`src/rtl/tsc_pkg.sv`:
```
package tsc_pkg;
  typedef enum logic [2:0] {
    FM_OFF     = 3'd0,
    FM_V1_SYNC = 3'd1,
    FM_V1_DREQ = 3'd2,
    FM_V2_EVT  = 3'd3,
    FM_ALL     = 3'd4
  } filt_mode_e;

  localparam int unsigned TIME_W = 64;
  localparam int unsigned WORD_W = 32;
endpackage

```
`src/rtl/tsc_rx_classifier.sv`:
```
module tsc_rx_classifier
  import tsc_pkg::*;
#(
  parameter logic [15:0] EVT_ETYPE = 16'h88F7,
  parameter logic [7:0]  UDP_PROTO = 8'd17,
  parameter logic [15:0] EVT_PORT  = 16'd319,
  parameter int unsigned EVT_MAX   = 3
) (
  input  logic [2:0]  mode,
  input  logic        l2_filt_en,
  input  logic        src_port_chk,
  input  logic [15:0] ethertype,
  input  logic [7:0]  ip_proto,
  input  logic [15:0] udp_src,
  input  logic [15:0] udp_dst,
  input  logic [3:0]  msg_type,
  input  logic [3:0]  version,
  output logic        accept
);
  logic l2_hit, udp_hit, v2_event;
  filt_mode_e m;

  always_comb begin
    m        = filt_mode_e'(mode);
    l2_hit   = l2_filt_en && (ethertype == EVT_ETYPE);
    udp_hit  = (ip_proto == UDP_PROTO) && (udp_dst == EVT_PORT) &&
               (!src_port_chk || (udp_src == EVT_PORT));
    v2_event = (version == 4'd2) && (32'(msg_type) <= EVT_MAX);
    case (m)
      FM_V1_SYNC: accept = udp_hit && (version == 4'd1) && (msg_type == 4'd0);
      FM_V1_DREQ: accept = udp_hit && (version == 4'd1) && (msg_type == 4'd1);
      FM_V2_EVT:  accept = (l2_hit || udp_hit) && v2_event;
      FM_ALL:     accept = 1'b1;
      default:    accept = 1'b0;
    endcase
  end
endmodule

```
`src/rtl/tsc_capture_slot.sv`:
```
module tsc_capture_slot #(
  parameter int unsigned TW = 64
) (
  input  logic          clk,
  input  logic          rst,
  input  logic          en,
  input  logic          take,
  input  logic          rel,
  input  logic [TW-1:0] tnow,
  output logic [TW-1:0] ts_q,
  output logic          valid_q
);
  always_ff @(posedge clk) begin
    if (rst) begin
      ts_q    <= '0;
      valid_q <= 1'b0;
    end else if (!en) begin
      valid_q <= 1'b0;
    end else if (take && !valid_q) begin
      ts_q    <= tnow;
      valid_q <= 1'b1;
    end else if (rel) begin
      valid_q <= 1'b0;
    end
  end


  capture_chk: assert property (@(posedge clk) disable iff (rst)
    (en && take && !valid_q) |=> (valid_q && ts_q == $past(tnow)));

  locked_hold_chk: assert property (@(posedge clk) disable iff (rst)
    (valid_q && en) |=> (ts_q == $past(ts_q)));

  release_chk: assert property (@(posedge clk) disable iff (rst)
    (valid_q && rel) |=> !valid_q);

  disable_chk: assert property (@(posedge clk) disable iff (rst)
    !en |=> !valid_q);
endmodule

```
`src/rtl/evt_tstamp_capture.sv`:
```
module evt_tstamp_capture
  import tsc_pkg::*;
#(
  parameter int unsigned TW = TIME_W,
  parameter int unsigned RW = WORD_W
) (
  input  logic          clk,
  input  logic          rst,
  input  logic [TW-1:0] time_now,
  input  logic          rx_en,
  input  logic          tx_en,
  input  logic [2:0]    rx_mode,
  input  logic          l2_filt_en,
  input  logic          src_port_chk,
  input  logic          rx_sof,
  input  logic [15:0]   rx_ethertype,
  input  logic [7:0]    rx_ip_proto,
  input  logic [15:0]   rx_udp_src,
  input  logic [15:0]   rx_udp_dst,
  input  logic [3:0]    rx_msg_type,
  input  logic [3:0]    rx_version,
  input  logic          tx_sof,
  input  logic          tx_mark,
  input  logic          rd_en,
  input  logic [1:0]    rd_addr,
  output logic [RW-1:0] rd_data,
  output logic          rx_valid,
  output logic          tx_valid
);
  localparam int unsigned NSLOT = 2;

  logic          rx_accept;
  logic [NSLOT-1:0]  s_en, s_take, s_rel, s_valid;
  logic [TW-1:0] s_ts [NSLOT];

  tsc_rx_classifier u_cls (
    .mode(rx_mode), .l2_filt_en(l2_filt_en), .src_port_chk(src_port_chk),
    .ethertype(rx_ethertype), .ip_proto(rx_ip_proto), .udp_src(rx_udp_src),
    .udp_dst(rx_udp_dst), .msg_type(rx_msg_type), .version(rx_version),
    .accept(rx_accept)
  );

  assign s_en   = {tx_en, rx_en};
  assign s_take = {tx_sof && tx_mark, rx_sof && rx_accept};

  for (genvar g = 0; g < NSLOT; g++) begin : g_slot
    assign s_rel[g] = rd_en && (rd_addr == 2'(2*g + 1));
    tsc_capture_slot #(.TW(TW)) u_slot (
      .clk(clk), .rst(rst), .en(s_en[g]), .take(s_take[g]), .rel(s_rel[g]),
      .tnow(time_now), .ts_q(s_ts[g]), .valid_q(s_valid[g])
    );
  end

  always_ff @(posedge clk) begin
    if (rst) rd_data <= '0;
    else if (rd_en) begin
      if (rd_addr[0]) rd_data <= s_ts[rd_addr[1]][TW-1 -: RW];
      else            rd_data <= s_ts[rd_addr[1]][RW-1:0];
    end
  end

  assign rx_valid = s_valid[0];
  assign tx_valid = s_valid[1];


  mode_off_chk: assert property (@(posedge clk) disable iff (rst)
    (rx_mode == 3'd0 && !rx_valid) |=> !rx_valid);

  rd_hold_chk: assert property (@(posedge clk) disable iff (rst)
    !rd_en |=> $stable(rd_data));
endmodule

```
`config.mk`:
```
export PLATFORM = sky130hd
export DESIGN_NAME = evt_tstamp_capture
export DESIGN_NICKNAME = d
export VERILOG_FILES = /design/src/rtl/tsc_pkg.sv /design/src/rtl/tsc_rx_classifier.sv /design/src/rtl/tsc_capture_slot.sv /design/src/rtl/evt_tstamp_capture.sv
export SDC_FILE = /design/constraint.sdc
export NUM_CORES = 1
export LEC_CHECK = 0
export BUFFER_PORTS_ARGS = -buffer_cell sky130_fd_sc_hd__buf_4
export CELL_PAD_IN_SITES_DETAIL_PLACEMENT = 0
export CELL_PAD_IN_SITES_GLOBAL_PLACEMENT = 1
export CORE_MARGIN = 10
export CORE_UTILIZATION = 31
export CTS_CLUSTER_DIAMETER = 50
export DETAILED_ROUTE_END_ITERATION = 6
export GPL_TIMING_DRIVEN = 0
export PLACE_DENSITY = 0.69
export SKIP_CTS_REPAIR_TIMING = 1
export SLEW_MARGIN = 20
export SYNTH_ARGS = -nofsm -noshare
export SYNTH_HDL_FRONTEND = slang
export SYNTH_SLANG_ARGS = --single-unit
```
`constraint.sdc`:
```
create_clock -name clk -period 3.5 [get_ports clk]
set_input_delay 0.35 -clock clk [delete_from_list [all_inputs] [get_ports clk]]
set_output_delay 0.35 -clock clk [all_outputs]
set_load 0.02 [all_outputs]
```
# Word level (Yosys, flattened, before mapping)
# Index checks and enable logic that the tools add are counted.
[totals] out_inout_bits=34 inputBits=143 reg_bits=162
[op_classes] n_eq_ne=13 bitwise_logic=3 n_lt_le_gt_ge=2 n_mux=9 reduce_logical=26
[op_table] operator="$mux W64" n=3
[op_table] operator="$eq A16 B9 Y1 const B" n=2
[op_table] operator="$mux W32" n=1
[op_table] operator="$eq A16 B16 Y1 const B" n=1
[op_table] operator="$logic_and A1 B1 Y1" n=14
[op_table] operator="$eq A4 B1 Y1 const B" n=2
[op_table] operator="$eq A8 B5 Y1 const B" n=1
[op_table] operator="$eq A3 B2 Y1 const B" n=2
[op_table] operator="$eq A4 B2 Y1 const B" n=1
[op_table] operator="$le A4 B2 Y1 const B" n=1
[op_table] operator="$logic_not A4 Y1" n=1
[op_table] operator="$mux W1" n=4
[op_table] operator="$pmux W1 S4" n=1
[op_table] operator="$reduce_and A2 Y1" n=2
[op_table] operator="$reduce_bool A2 Y1" n=2
[op_table] operator="$reduce_or A2 Y1" n=2
[op_table] operator="$eq A3 B1 Y1 const B" n=1
[op_table] operator="$eq A3 B3 Y1 const B" n=1
[op_table] operator="$logic_not A1 Y1" n=3
[op_table] operator="$eq A2 B1 Y1 const B" n=1
[op_table] operator="$eq A2 B2 Y1 const B" n=1
[op_table] operator="$ge A2 B2 Y1 const B" n=1
[op_table] operator="$logic_or A1 B1 Y1" n=2
[op_table] operator="$not A1 Y1" n=2
[op_table] operator="$not A1 Y2" n=1

# Logic depth before layout (Yosys ltp)
[depth] word_depth=9 depth_mapped=7

# Hierarchy
# Synthesis repeated with hierarchy kept, for this count alone.
[hier_totals] cells_unflattened=783 area_unflattened_um2=8410.6
[by_module_without_submodules] module="tsc_capture_slot" area_each_um2=2952.8 seq_area_each_um2=1301.2 cells_per_inst=282 n_inst=2
[by_module_without_submodules] module="evt_tstamp_capture" area_each_um2=2239.6 seq_area_each_um2=640.6 cells_per_inst=188 n_inst=1
[by_module_without_submodules] module="tsc_rx_classifier" area_each_um2=265.3 seq_area_each_um2=0.0 cells_per_inst=31 n_inst=1

# Worst setup path after synthesis
# Ideal clock, no wire load.
[synth_path] path_kind="input port to flip-flop" startpoint="input rx_ethertype[10]" endpoint="register g_slot[0].u_slot.ts_q[10]" n_path_buf=2 slack_ps=1677 cell_stages=7 setup_time_ps=119 t_arrival_ps=1704 path_cell_list="nor4b_1 -> nand4_1 -> o41ai_2 -> a32oi_1 -> buf_6 -> buf_8 -> mux2i_1"
[synth_between] elab_chain_len=8
[synth_lines] element="start, declared" line_no="evt_tstamp_capture.sv:16" source="input logic [15:0] rx_ethertype,"
[synth_lines] element="$eq A16 B16 Y1" line_no="tsc_rx_classifier.sv:25" source="l2_hit = l2_filt_en && (ethertype == EVT_ETYPE);"
[synth_lines] element="$logic_and A1 B1 Y1" line_no="tsc_rx_classifier.sv:25"
[synth_lines] element="$logic_or A1 B1 Y1" line_no="tsc_rx_classifier.sv:32" source="FM_V2_EVT: accept = (l2_hit || udp_hit) && v2_event;"
[synth_lines] element="$logic_and A1 B1 Y1" line_no="tsc_rx_classifier.sv:32"
[synth_lines] element="$pmux W1 S4" line_no="tsc_rx_classifier.sv:29" source="case (m)"
[synth_lines] element="$logic_and A1 B1 Y1" line_no="evt_tstamp_capture.sv:44" source="assign s_take = {tx_sof && tx_mark, rx_sof && rx_accept};"
[synth_lines] element="$logic_and A1 B1 Y1" line_no="tsc_capture_slot.sv:19" source="end else if (take && !valid_q) begin"
[synth_lines] element="$reduce_and A2 Y1 (no line)"
[synth_lines] element="end signal, assigned" line_no="tsc_capture_slot.sv:20" source="ts_q <= tnow;"
[synth_lines] element="end, declared" line_no="tsc_capture_slot.sv:10" source="output logic [TW-1:0] ts_q,"
# Every way passes these cells.
# A chain may end at the register's enable or synchronous reset.

# Worst setup path after layout
[layout_path] startpoint="register g_slot[1].u_slot.valid_q" endpoint="register g_slot[1].u_slot.ts_q[36]"
[layout_between] elab_chain_len=3
[layout_lines] element="start, declared" line_no="tsc_capture_slot.sv:11" source="output logic valid_q"
[layout_lines] element="start signal, assigned" line_no="tsc_capture_slot.sv:16" source="valid_q <= 1'b0;"
[layout_lines] element="start signal, assigned" line_no="tsc_capture_slot.sv:18" source="valid_q <= 1'b0;"
[layout_lines] element="start signal, assigned" line_no="tsc_capture_slot.sv:21" source="valid_q <= 1'b1;"
[layout_lines] element="$logic_not A1 Y1" line_no="tsc_capture_slot.sv:19"
[layout_lines] element="$logic_and A1 B1 Y1" line_no="tsc_capture_slot.sv:19"
[layout_lines] element="$reduce_and A2 Y1 (no line)"
[layout_lines] element="end signal, assigned" line_no="tsc_capture_slot.sv:20"
[layout_lines] element="end, declared" line_no="tsc_capture_slot.sv:10"
# Every way passes these cells.

==> metrics.md <==
| Metric | Value |
|---|---|
| Result of the run | finished clean |
| Flip-flop cell with the highest count after synthesis | dfxtp_1 |
| Sum Neg Setup Slack | 0 ns |
| Final hold viol count | 0 |
| Top cells by area, synth | dfxtp_1, mux2i_1, nand2b_1, mux4_2, nand2_1 |
| Clock sink count | 162 |
| Area post-placement | 8980 um2 |
| First-pass GRT wire length | 36200 um |
| Final Wtd Congestion | 0.761 |
| Count of nets left with antenna violations after detail routing | 0 |
| Cell with the largest stage delay on the worst path | clkbuf_1 |
| Vias after detailed routing | 5851 |
| Total power density per cell area | 442 nW/um2 |
| Die extent in y | 173 um |
| Number of buffers added by the clock tree synthesis step | 17 |
| Synth unique cells | 32 |
| Ordered cell list for the critical path | and4b_1 -> clkbuf_1 -> clkbuf_1 -> nand2_1 -> a21oi_1 |
| Total standard cell area after synthesis | 7290 um2 |
| Pin count of the biggest net entering global routing | 17 |
| Diode count | 0 |
| CP peak stage delay | 0.55 ns |
| Count of buffer and inverter cells on the critical path | 2 |
| Max frequency | 0.494 GHz |
| CP top delay family | buffers and inverters |
| Via count of the first global-routing pass | 6125 |
| Unrepaired setup endpoints after global routing | no |
| Number of warnings printed during yosys synthesis | 0 |
| Number of nets in the finished design | 1079 |
| Post-synthesis cell type with the largest combined area | dfxtp_1 |
| DIE AREA | 30100 um2 |
| Clock latency at the later pin of the worst-skew pair | 0.42 ns |
| Post-detailed-routing wire length | 23100 um |
| Remaining Overflow, GRT | 0 |
| Wirelength per Cell | 18.2 um |
| Number of synthesized register bits | 162 |
| Core box area | 23300 um2 |
| Fraction of post-synthesis cell area in the top cell type by area | 44.5% |
| Crit path top cell by count | clkbuf_1 |
| Drt first pass iters | 4 |
| Number of nets produced by synthesis | 888 |
| Most frequent cell after synthesis | dfxtp_1 |
| Ports | 177 |
| Clock Skews | 0.00816 ns |
| Slew Limit Fails | 0 |
| Critical path start-end classification | flip-flop to flip-flop |
| Final routed DRC violation total | 0 |
| Number of endpoints failing setup at the final stage | 0 |
| Total routing usage reported by global routing | 15.3% |
| Post-DP HPWL | 17100 um |
| Share of async-settable or async-resettable flops after synthesis | 0% |
| Post-DR vias/cell | 4.62 |
| Final critical path time including I/O delays and setup | 2.03 ns |
| Root buffer cell | clkbuf_16 |
| Initial core utilization | 31.3% |
| Critical path required time | 3.84 ns |
| Row cnt | 56 |
| Buffers added on ports | 172 |
| Iter 0 DRT Violations | 245 |
| Clock tree from TritonCTS | yes |
| Max-cap violations | 0 |
| Critical Path End Type | flip-flop |
| Clock edge transition at the registers on the reported setup and hold paths | 0.06 ns |
| Cell types with the highest counts after synthesis | dfxtp_1, nand2_1, nand2b_1 |
| Mean instance size in the synthesized netlist | 9.79 um2 |
| Critical path data arrival time | 2.37 ns |
| IR Drop Worst-Case VDD | 0.245 mV |
| Placed cell count | 1236 |
| Leakage Power | 0.00412 uW |
| Portion of the clock cycle consumed by the worst path in the final layout | 57.9% |
| Layout filler cell count | 2399 |
| Initial antenna violation count | 1 |
| Number of synthesized flops with an enable pin | 0 |
| DIE WIDTH | 173 um |
| Number of cells produced by synthesis | 745 |
| Kind of launch point of the worst setup path | flip-flop |
| Area growth, synth to finish | 31.3% |
| H-tree depth | 4 |
| Final Cell Area | 9580 um2 |
| Min-delay worst type | primary input to flip-flop |
| Share of the yosys chip area belonging to registers | 44.5% |
| Ratio of cells with drive above 1 in the final layout | 25.9% |
| Clock Path Buffers | 2 |
| Max Fanout on Critical Path | 10 |
| Relative max-transition margin | 38.1% |
| Layout Cells excl Fill | 1267 |
| Worst-Margin Slew | 0.929 ns |
metrics by stage:
step           setup WS [ns]  power [uW]  util (%)  hold slack (ns)
6_report                1.47        4240      41.1            0.180
5_1_grt                 1.20        4400      41.1            0.165
4_1_cts                 1.42        4280      41.1            0.164
3_5_place_dp           0.984        2380      38.5            0.445
3_3_place_gp            1.02        2380      38.5            0.440
2_1_floorplan           1.68        2150         -            0.433
layout make-up:
type	count	area [um2]	area share [%]
Tap cell	319	399	4.17
Timing Repair Buffer	172	1290	13.5
Clock buffer	22	464	4.85
Buffer	58	297	3.10
Inverter	2	7.51	0.0784
Multi-Input combinational cell	523	3740	39.1
Sequential cell	162	3240	33.9
Clock inverter	9	131	1.37
cell families (layout without fill, tap and decap cells):
| logic type | after synthesis | in the layout | share of synthesized area (%) |
|---|---|---|---|
| xor gates and xnor gates | 1 | 1 | 0.120 |
| buffers and inverters | 60 | 263 | 4.17 |
| AOI/OAI and AO/OA | 71 | 71 | 5.30 |
| muxes | 128 | 128 | 23.1 |
| and+or+nand+nor | 323 | 323 | 22.9 |
| DFF | 162 | 162 | 44.5 |
flip-flops by register name (all words and copies together), names as in the netlist:
name	cells
g_slot.u_slot.valid_q	2
rd_data	32
g_slot.u_slot.ts_q	128
per-layer routing:
metal  up-vias  global-route usage [%]  part of all wire (%)
met5         -                       0                 0.078
met4         2                    3.13                  0.80
met3        17                    4.01                   4.1
met2        99                    25.4                    49
met1      2810                    19.7                    46
li1       2923                       -                     -
placed cells by master (no fill, tap or decap), types with 17 or more instances in the layout:
cell | synthesis | layout
mux4_2 | 32 | 32
nor2_1 | 34 | 34
buf_4 | 0 | 172
nand2_1 | 130 | 130
clkbuf_1 | 44 | 47
a21oi_1 | 66 | 66
nand2b_1 | 128 | 128
dfxtp_1 | 162 | 162
mux2i_1 | 96 | 96
clkbuf_16 | 0 | 17
path summary, 6_finish.rpt:
path,from,to,slack (ns),depth (start not counted)
worst max-delay path,g_slot[1].u_slot.valid_q,g_slot[1].u_slot.ts_q[36],1.47,5
worst min-delay path,time_now[58],g_slot[1].u_slot.ts_q[58],0.18,3
worst max register to register,g_slot[1].u_slot.valid_q,g_slot[1].u_slot.ts_q[36],1.47,5
worst min register to register,g_slot[1].u_slot.ts_q[32],g_slot[1].u_slot.ts_q[32],0.45,2
power breakdown:
part           switching (uW)  leakage, uW  internal [uW]  total (uW)
registers                19.8      0.00131           1880        1900
clock network             749     0.000282           1160        1900
logic                     210      0.00252            220         430
total                     978      0.00412           3260        4240
worst register-to-register path: stages, from the launching register on:
cell,delay [ns]
dfxtp_1,0.37
and4b_1,0.27
clkbuf_1,0.50
clkbuf_1,0.55
nand2_1,0.12
a21oi_1,0.14
(Power assumes the default switching activity.)
